### src/rtl/tmr_pkg.sv
package tmr_pkg;
  localparam int unsigned PAY_W  = 26;
  localparam int unsigned PAR_W  = 2;
  localparam int unsigned REC_W  = 1 + PAR_W + PAY_W;
  localparam int unsigned N_LANE = 3;
  localparam int unsigned LANE_W = 2;

  typedef struct packed {
    logic             vld;
    logic [PAR_W-1:0] par;
    logic [PAY_W-1:0] pay;
  } rec_t;

  function automatic logic [PAR_W-1:0] calc_par(input logic [PAY_W-1:0] p);
    calc_par = {^p[PAY_W-1:PAY_W/2], ^p[PAY_W/2-1:0]};
  endfunction
endpackage

### src/rtl/tmr_lane_stage.sv
module tmr_lane_stage
  import tmr_pkg::*;
#(
  parameter int unsigned STEP      = 32'h0013_579B,
  parameter int unsigned STAGE_IDX = 0
) (
  input  logic clk_i,
  input  logic rst_ni,
  input  rec_t in_i,
  input  logic fault_hit_i,
  input  rec_t fault_val_i,
  output rec_t out_o
);
  localparam logic [PAY_W-1:0] ADD = PAY_W'(STEP + STAGE_IDX);

  rec_t nxt, q;

  always_comb begin
    nxt.vld = in_i.vld;
    nxt.pay = in_i.pay + ADD;
    nxt.par = calc_par(nxt.pay);
  end

  always_ff @(posedge clk_i or negedge rst_ni) begin
    if (!rst_ni) q <= '0;
    else         q <= nxt;
  end

  assign out_o = fault_hit_i ? fault_val_i : q;
endmodule

### src/rtl/tmr_voter.sv
module tmr_voter
  import tmr_pkg::*;
(
  input  rec_t a_i,
  input  rec_t b_i,
  input  rec_t c_i,
  output rec_t maj_o,
  output logic mis_o
);
  assign maj_o = (a_i & b_i) | (a_i & c_i) | (b_i & c_i);
  assign mis_o = (a_i != maj_o) || (b_i != maj_o) || (c_i != maj_o);
endmodule

### src/rtl/tmr_vote_pipe.sv
module tmr_vote_pipe
  import tmr_pkg::*;
#(
  parameter int unsigned N_STAGE = 7,
  parameter int unsigned STEP    = 32'h0013_579B
) (
  input  logic                        clk_i,
  input  logic                        rst_ni,
  input  logic                        valid_i,
  input  logic [PAY_W-1:0]            data_i,
  input  logic [N_STAGE-1:0]          fault_en_i,
  input  logic [N_STAGE*LANE_W-1:0]   fault_lane_i,
  input  logic [N_STAGE*REC_W-1:0]    fault_val_i,
  output logic                        valid_o,
  output logic [PAY_W-1:0]            data_o,
  output logic [PAR_W-1:0]            parity_o,
  output logic [N_STAGE-1:0]          mismatch_o
);
  rec_t in_rec;
  rec_t lane_out [N_LANE][N_STAGE];
  rec_t voted    [N_STAGE];

  assign in_rec = '{vld: valid_i, par: calc_par(data_i), pay: data_i};

  for (genvar s = 0; s < N_STAGE; s++) begin : g_stage
    rec_t stage_in;
    rec_t f_val;
    if (s == 0) begin : g_first
      assign stage_in = in_rec;
    end else begin : g_next
      assign stage_in = voted[s-1];
    end
    assign f_val = rec_t'(fault_val_i[s*REC_W +: REC_W]);

    for (genvar l = 0; l < N_LANE; l++) begin : g_lane
      logic hit;
      assign hit = fault_en_i[s] && (fault_lane_i[s*LANE_W +: LANE_W] == LANE_W'(l));
      tmr_lane_stage #(.STEP(STEP), .STAGE_IDX(s)) u_ls (
        .clk_i       (clk_i),
        .rst_ni      (rst_ni),
        .in_i        (stage_in),
        .fault_hit_i (hit),
        .fault_val_i (f_val),
        .out_o       (lane_out[l][s])
      );
    end

    tmr_voter u_vote (
      .a_i   (lane_out[0][s]),
      .b_i   (lane_out[1][s]),
      .c_i   (lane_out[2][s]),
      .maj_o (voted[s]),
      .mis_o (mismatch_o[s])
    );
  end

  assign valid_o  = voted[N_STAGE-1].vld;
  assign data_o   = voted[N_STAGE-1].pay;
  assign parity_o = voted[N_STAGE-1].par;
endmodule

### config.mk
export PLATFORM = sky130hd
export DESIGN_NAME = tmr_vote_pipe
export DESIGN_NICKNAME = d
export VERILOG_FILES = /design/src/rtl/tmr_pkg.sv /design/src/rtl/tmr_lane_stage.sv /design/src/rtl/tmr_voter.sv /design/src/rtl/tmr_vote_pipe.sv
export SDC_FILE = /design/constraint.sdc
export NUM_CORES = 1
export LEC_CHECK = 0
export ABC_CLOCK_PERIOD_IN_PS = 3950
export BUFFER_PORTS_ARGS = -buffer_cell sky130_fd_sc_hd__buf_2
export CORE_ASPECT_RATIO = 0.5
export CORE_MARGIN = 4
export CORE_UTILIZATION = 45
export CTS_BUF_LIST = sky130_fd_sc_hd__clkbuf_8
export CTS_CLUSTER_SIZE = 30
export DETAILED_ROUTE_END_ITERATION = 7
export PLACE_DENSITY_LB_ADDON = 0.3
export RECOVER_POWER = 25
export SLEW_MARGIN = 20
export SYNTH_ARGS = -nofsm -noshare
export SYNTH_HDL_FRONTEND = slang
export SYNTH_SLANG_ARGS = --single-unit
### constraint.sdc
create_clock -name clk_i -period 3.95 [get_ports clk_i]
set_input_delay 0.395 -clock clk_i [delete_from_list [all_inputs] [get_ports clk_i]]
set_output_delay 0.395 -clock clk_i [all_outputs]
set_load 0.05 [all_outputs]
Word-level counts from Yosys, hierarchy flattened
Cells that the tools add are included.
{"block": "op_classes", "addsub": 7, "n_eq_ne": 35, "n_mux": 21, "n_bitwise": 35, "reduce_logical": 56}
{"op": "AND 29 bit", "count": 21}
{"op": "two-way mux 29 bit", "count": 21}
{"op": "!= test 29 bit", "count": 21}
{"op": "OR 29 bit", "count": 14}
{"op": "adder 26 x 21 -> 26 bit (second input constant)", "count": 7}
{"op": "parity 13 bit", "count": 14}
{"op": "logical AND 1 bit", "count": 21}
{"op": "== test 2 x 1 -> 1 bit (second input constant)", "count": 7}
{"op": "== test 2 bit (second input constant)", "count": 7}
{"op": "zero test 2 bit", "count": 7}
{"op": "logical OR 1 bit", "count": 14}
{"block": "totals", "reg_bits": 203, "output_inout_bits": 36}

Logic depth before layout (Yosys ltp)
{"block": "depth", "depth_word": 9, "mapped_depth": 11}

Cells and area by module
A second synthesis with hierarchy kept.
{"block": "unflattened", "cells_unflattened": 5622, "area_unflattened_um2": 52095.0}
{"mod": "tmr_voter", "instances": 7, "cells_each": 250, "area_each_um2": 1440.1, "seq_area_each_um2": 0.0}
{"mod": "tmr_lane_stage at g_stage[4].g_lane[0].u_ls ...", "instances": 3, "cells_each": 200, "area_each_um2": 2079.5, "seq_area_each_um2": 725.7}
{"mod": "tmr_lane_stage at g_stage[2].g_lane[0].u_ls ...", "instances": 3, "cells_each": 193, "area_each_um2": 2062.0, "seq_area_each_um2": 725.7}
{"mod": "tmr_lane_stage at g_stage[1].g_lane[0].u_ls ...", "instances": 3, "cells_each": 192, "area_each_um2": 2033.2, "seq_area_each_um2": 725.7}
{"mod": "tmr_lane_stage at g_stage[0].g_lane[0].u_ls ...", "instances": 3, "cells_each": 185, "area_each_um2": 2011.9, "seq_area_each_um2": 725.7}
{"mod": "tmr_lane_stage at g_stage[3].g_lane[0].u_ls ...", "instances": 3, "cells_each": 174, "area_each_um2": 1936.9, "seq_area_each_um2": 725.7}
{"mod": "tmr_lane_stage at g_stage[6].g_lane[0].u_ls ...", "instances": 3, "cells_each": 170, "area_each_um2": 1901.8, "seq_area_each_um2": 725.7}
{"mod": "tmr_lane_stage at g_stage[5].g_lane[0].u_ls ...", "instances": 3, "cells_each": 162, "area_each_um2": 1843.0, "seq_area_each_um2": 725.7}
{"mod": "tmr_vote_pipe", "instances": 1, "cells_each": 44, "area_each_um2": 409.1, "seq_area_each_um2": 0.0}

Worst setup path after synthesis
No wires, ideal clock.
{"block": "synth_timing", "path_kind": "reg-to-reg", "start": "register g_stage[2].g_lane[2].u_ls.q[1] (netlist bit)", "end": "register g_stage[3].g_lane[2].u_ls.q[27] (netlist bit)", "setup_time_ns": 0.135, "t_arrival_ns": 2.856, "slack_ns": 0.959, "path_stages_with_launch": 11, "n_path_buf": 0, "cell_sequence": "dfrtp_1 > inv_1 > ha_1 > nor3b_2 > o211ai_1 > a311o_1 > a31oi_2 > nor3_1 > xor2_1 > xnor3_1 > xor3_1"}
{"item": "from (decl)", "line_no": "tmr_lane_stage.sv:16", "rtl": "rec_t nxt, q;"}
{"item": "from (signal assigned)", "line_no": "tmr_lane_stage.sv:26", "rtl": "else q <= nxt;"}
{"item": "to (signal assigned)", "line_no": "tmr_lane_stage.sv:26"}
{"item": "to (decl)", "line_no": "tmr_lane_stage.sv:16"}

Final worst setup path
{"block": "layout_timing", "start": "register g_stage[6].g_lane[2].u_ls.q[20] (netlist bit)", "end": "output mismatch_o[6]"}
{"block": "layout_between", "elab_chain_len": 7}
{"item": "from (decl)", "line_no": "tmr_lane_stage.sv:16"}
{"item": "from (signal assigned)", "line_no": "tmr_lane_stage.sv:26"}
{"item": "two-way mux 29 bit"}
{"item": "AND 29 bit"}
{"item": "OR 29 bit (2 in a row)", "line_no": "tmr_voter.sv:10", "rtl": "assign maj_o = (a_i & b_i) | (a_i & c_i) | (b_i & c_i);"}
{"item": "!= test 29 bit", "line_no": "tmr_voter.sv:11", "rtl": "assign mis_o = (a_i != maj_o) || (b_i != maj_o) || (c_i != maj_o);"}
{"item": "logical OR 1 bit", "line_no": "tmr_voter.sv:11"}
{"item": "logical OR 1 bit (*)", "line_no": "tmr_voter.sv:11"}
{"item": "to (decl)", "line_no": "tmr_vote_pipe.sv:17", "rtl": "output logic [N_STAGE-1:0] mismatch_o"}
Every way passes the cells marked *; elsewhere a longest branch is shown, timed or not.

==> impl_metrics.tcl <==
set metrics [dict create \
    p_comb_share_pct 58.1 \
    fillerInstances 3009 \
    syn_area_per_cell_um2 8.97 \
    crit_chain "inv_1, o2bb2ai_1, or4_1, or3_1, o311a_1, or3_1, o31a_1, buf_2" \
    clock_latency_ps 600 \
    max_freq_ghz 0.277 \
    h-tree-depth 1 \
    drc 0 \
    cts_tree "built" \
    crit_path_frequent_cell "or3_1" \
    post_cts_resize_count 0 \
    dp_hpwl_um 35300 \
    crit_family "simple AND/OR/NAND/NOR gates" \
    multiInputGateArea_um2 8760 \
    synth_top_area_share_pct 34.5 \
    die_y_um 136 \
    drive_above_1_share_pct 19.5 \
    grt_max_degree 89 \
    syn_to_final_growth_pct 16.5 \
    viasPerCell 5.42 \
    vdd_drop_max_mv 0.537 \
    violations "max-capacitance violations, max-slew violations" \
    sw_frac_of_total_pct 41.7 \
    grt-ovfl-total 0 \
    grt_util_all_layers_pct 23.4 \
    required_ps 3560 \
    die_x_um 264 \
    clock_path_buffers 3 \
    crit_path_max_fanout 2 \
    synth_largest_area_cell "dfrtp_1" \
    largest_reg_flops 203 \
    synth-seq-area-share_pct 34.5 \
    numPortBuffers 288 \
    path_clk_slew_ps 60 \
    dr.pass1.iters 6 \
    async_reset_ff_share_pct 100 \
    ant_nets 0 \
    p_clk_share_pct 13.1 \
    root_buffer "clkbuf_8" \
    avgRoutedWirePerCell_um 18.4 \
    antenna_found_initial 6 \
    cp-start-kind "flop" \
    ys_seq_elements 203 \
    drv_cap 1 \
    ys.flop_type "dfrtp_1" \
    coreArea_um2 31900 \
    vias 12614 \
    synth_common_cells "xnor2_1, dfrtp_1, xor2_1" \
    switching_power_mw 6.31 \
    slew_violations 87 \
    clock-sinks 203 \
    yosys_warnings 0 \
    die_area_um2 35800 \
    cts_inserted_buffers 31 \
    fin_skew_ps 32.7 \
    p_seq_share_pct 28.8 \
    largest_registers "g_stage.g_lane.u_ls.q (203)" \
    hold_viol 0 \
    post-route-period-util_pct 91.3 \
    power.leakage_nw 7.64 \
    fin_setup_tns_ps 0 \
    worst_slew_pin_slew_ps 2160 \
    grt_pass1_vias 12699 \
    grt_pass1_wl_um 67000 \
    setup.worst_path.class "reg -> out" \
    synth_edf_count 0 \
    routed_wl_um 42700 \
    yosysMostFrequentCell "xnor2_1" \
    cpPeakStageDelay_ps 560 \
    setup_slack_ps 342 \
    seq_area_um2 5080 \
    status "complete, but fails checks" \
    syn_inst 1639 \
    top_register "g_stage.g_lane.u_ls.q" \
    netlist_area_um2 14700 \
    power_density_nw_per_um2 884 \
    finalSetupViolCount 0 \
    pin_count 289 \
    min_path_type "in -> reg" \
    start_util_pct 46.0 \
    cp_num_buf_inv 2 \
    intPower_mw 8.83 \
    slowest_stage "or4_1" \
    arrival_ps 3210 \
    rows 46 \
    ys_top_cells_by_area "dfrtp_1, xnor2_1, xor2_1" \
    rsz0062_at_grt "false" \
    endpoint_kind "primary output" \
    period_needed_ps 3610 \
    drt_iter0_drc 742 \
    dp_slack_ps 743 \
    ys_types 86 \
    max_slew_margin_pct -44.2 \
    gp_congestion 0.987 \
    syn-num-nets 1899 \
    final_nets 2128 \
]
-- power groups by stage --
stage | Combinational, mW | Clock, mW | Sequential [mW]
after floorplan | 7.79 | 0 | 3.64
after global placement | 8.71 | 0 | 4.37
after detailed placement | 8.81 | 0 | 4.39
after CTS | 8.87 | 2.05 | 4.35
after global routing | 9.52 | 2.15 | 4.50
final | 8.79 | 1.99 | 4.36
-- area by class of cell --
| class | count | share of cell area, % |
|---|---|---|
| inverters | 112 | 2.45 |
| clock buffers | 41 | 3.29 |
| multi-input cells | 1216 | 51.1 |
| repair buffers | 304 | 9.36 |
| clock inverters | 16 | 0.920 |
| well taps | 432 | 3.15 |
| flip-flops and latches | 203 | 29.6 |
| diodes | 2 | 0.0292 |
-- what timing repair did --
action | in CTS | in global routing
setup buffers | 0 | 0
hold buffers | 8 | 0
endpoints found under the hold margin | 93 | 0
-- cells in the final DEF (no fill, tap or decap), drive strengths merged, types with 11 or more instances in the layout --
cell type / instances
a211oi: 13
a21oi: 59
a31oi: 15
and3: 11
buf: 293
clkbuf: 44
dfrtp: 203
inv: 118
nand2: 95
nand2b: 37
nand3: 39
nand4: 18
nor2: 103
nor2b: 47
nor3: 43
nor4: 32
o211ai: 12
o21a: 13
o21ai: 72
o22ai: 20
xnor2: 222
xnor3: 22
xor2: 139
-- cells by family after synthesis --
group                      count (synthesis)  share of synthesized area [%]
and+or+nand+nor                          484                           17.2
buffers and inverters                    220                           5.89
adders and majority gates                  7                          0.595
AOI/OAI and AO/OA                        330                           15.6
xor gates and xnor gates                 387                           25.6
DFF                                      203                           34.5
muxes                                      8                          0.544
-- final timing paths --
path                                            startpoint                              end  slack, ps  cells past startpoint
max in group asynchronous                           rst_ni  g_stage[4].g_lane[2].u_ls.q[22]       1670                      2
min in group asynchronous                           rst_ni  g_stage[6].g_lane[2].u_ls.q[19]        970                      2
setup reg to reg            g_stage[2].g_lane[2].u_ls.q[1]  g_stage[3].g_lane[2].u_ls.q[27]        680                     10
hold reg to reg            g_stage[0].g_lane[2].u_ls.q[28]  g_stage[1].g_lane[2].u_ls.q[28]        410                      0
hold / removal                                   data_i[6]   g_stage[0].g_lane[2].u_ls.q[6]         50                      2
setup / recovery           g_stage[6].g_lane[2].u_ls.q[20]                    mismatch_o[6]        340                      8
-- per-stage QoR --
stage / cell area, µm² / utilization (%) / hold slack, ps / cells / power (mW)
global placement: 16300 / 51.2 / 384 / 2259 / 13.1
finish: 17100 / 53.6 / 48.7 / 2326 / 15.1
detailed placement: 16300 / 51.2 / 390 / 2259 / 13.2
floorplan: 14700 / - / 99.4 / 1639 / 11.4
CTS: 17100 / 53.7 / 4.16 / 2324 / 15.3
global route: 17100 / 53.6 / 24.9 / 2324 / 16.2
-- worst reg2reg max path, stage by stage (launching register included) --
cell      delay (ps)
dfrtp_1          440
inv_1            110
ha_1             230
nor3b_2          320
o211ai_1         190
a311o_1          430
a31oi_2          320
nor3_1           110
xor2_1           190
xnor3_1          450
xor3_1           350
-- metal layers --
layer | vias up | global-route usage, % | routed length [µm]
li1 | 6119 | - | -
met1 | 5866 | 26.5 | 16300
met2 | 479 | 43.8 | 21800
met3 | 138 | 4.58 | 2710
met4 | 12 | 9.13 | 1840
met5 | - | 0 | 96
(Power assumes the default switching activity.)
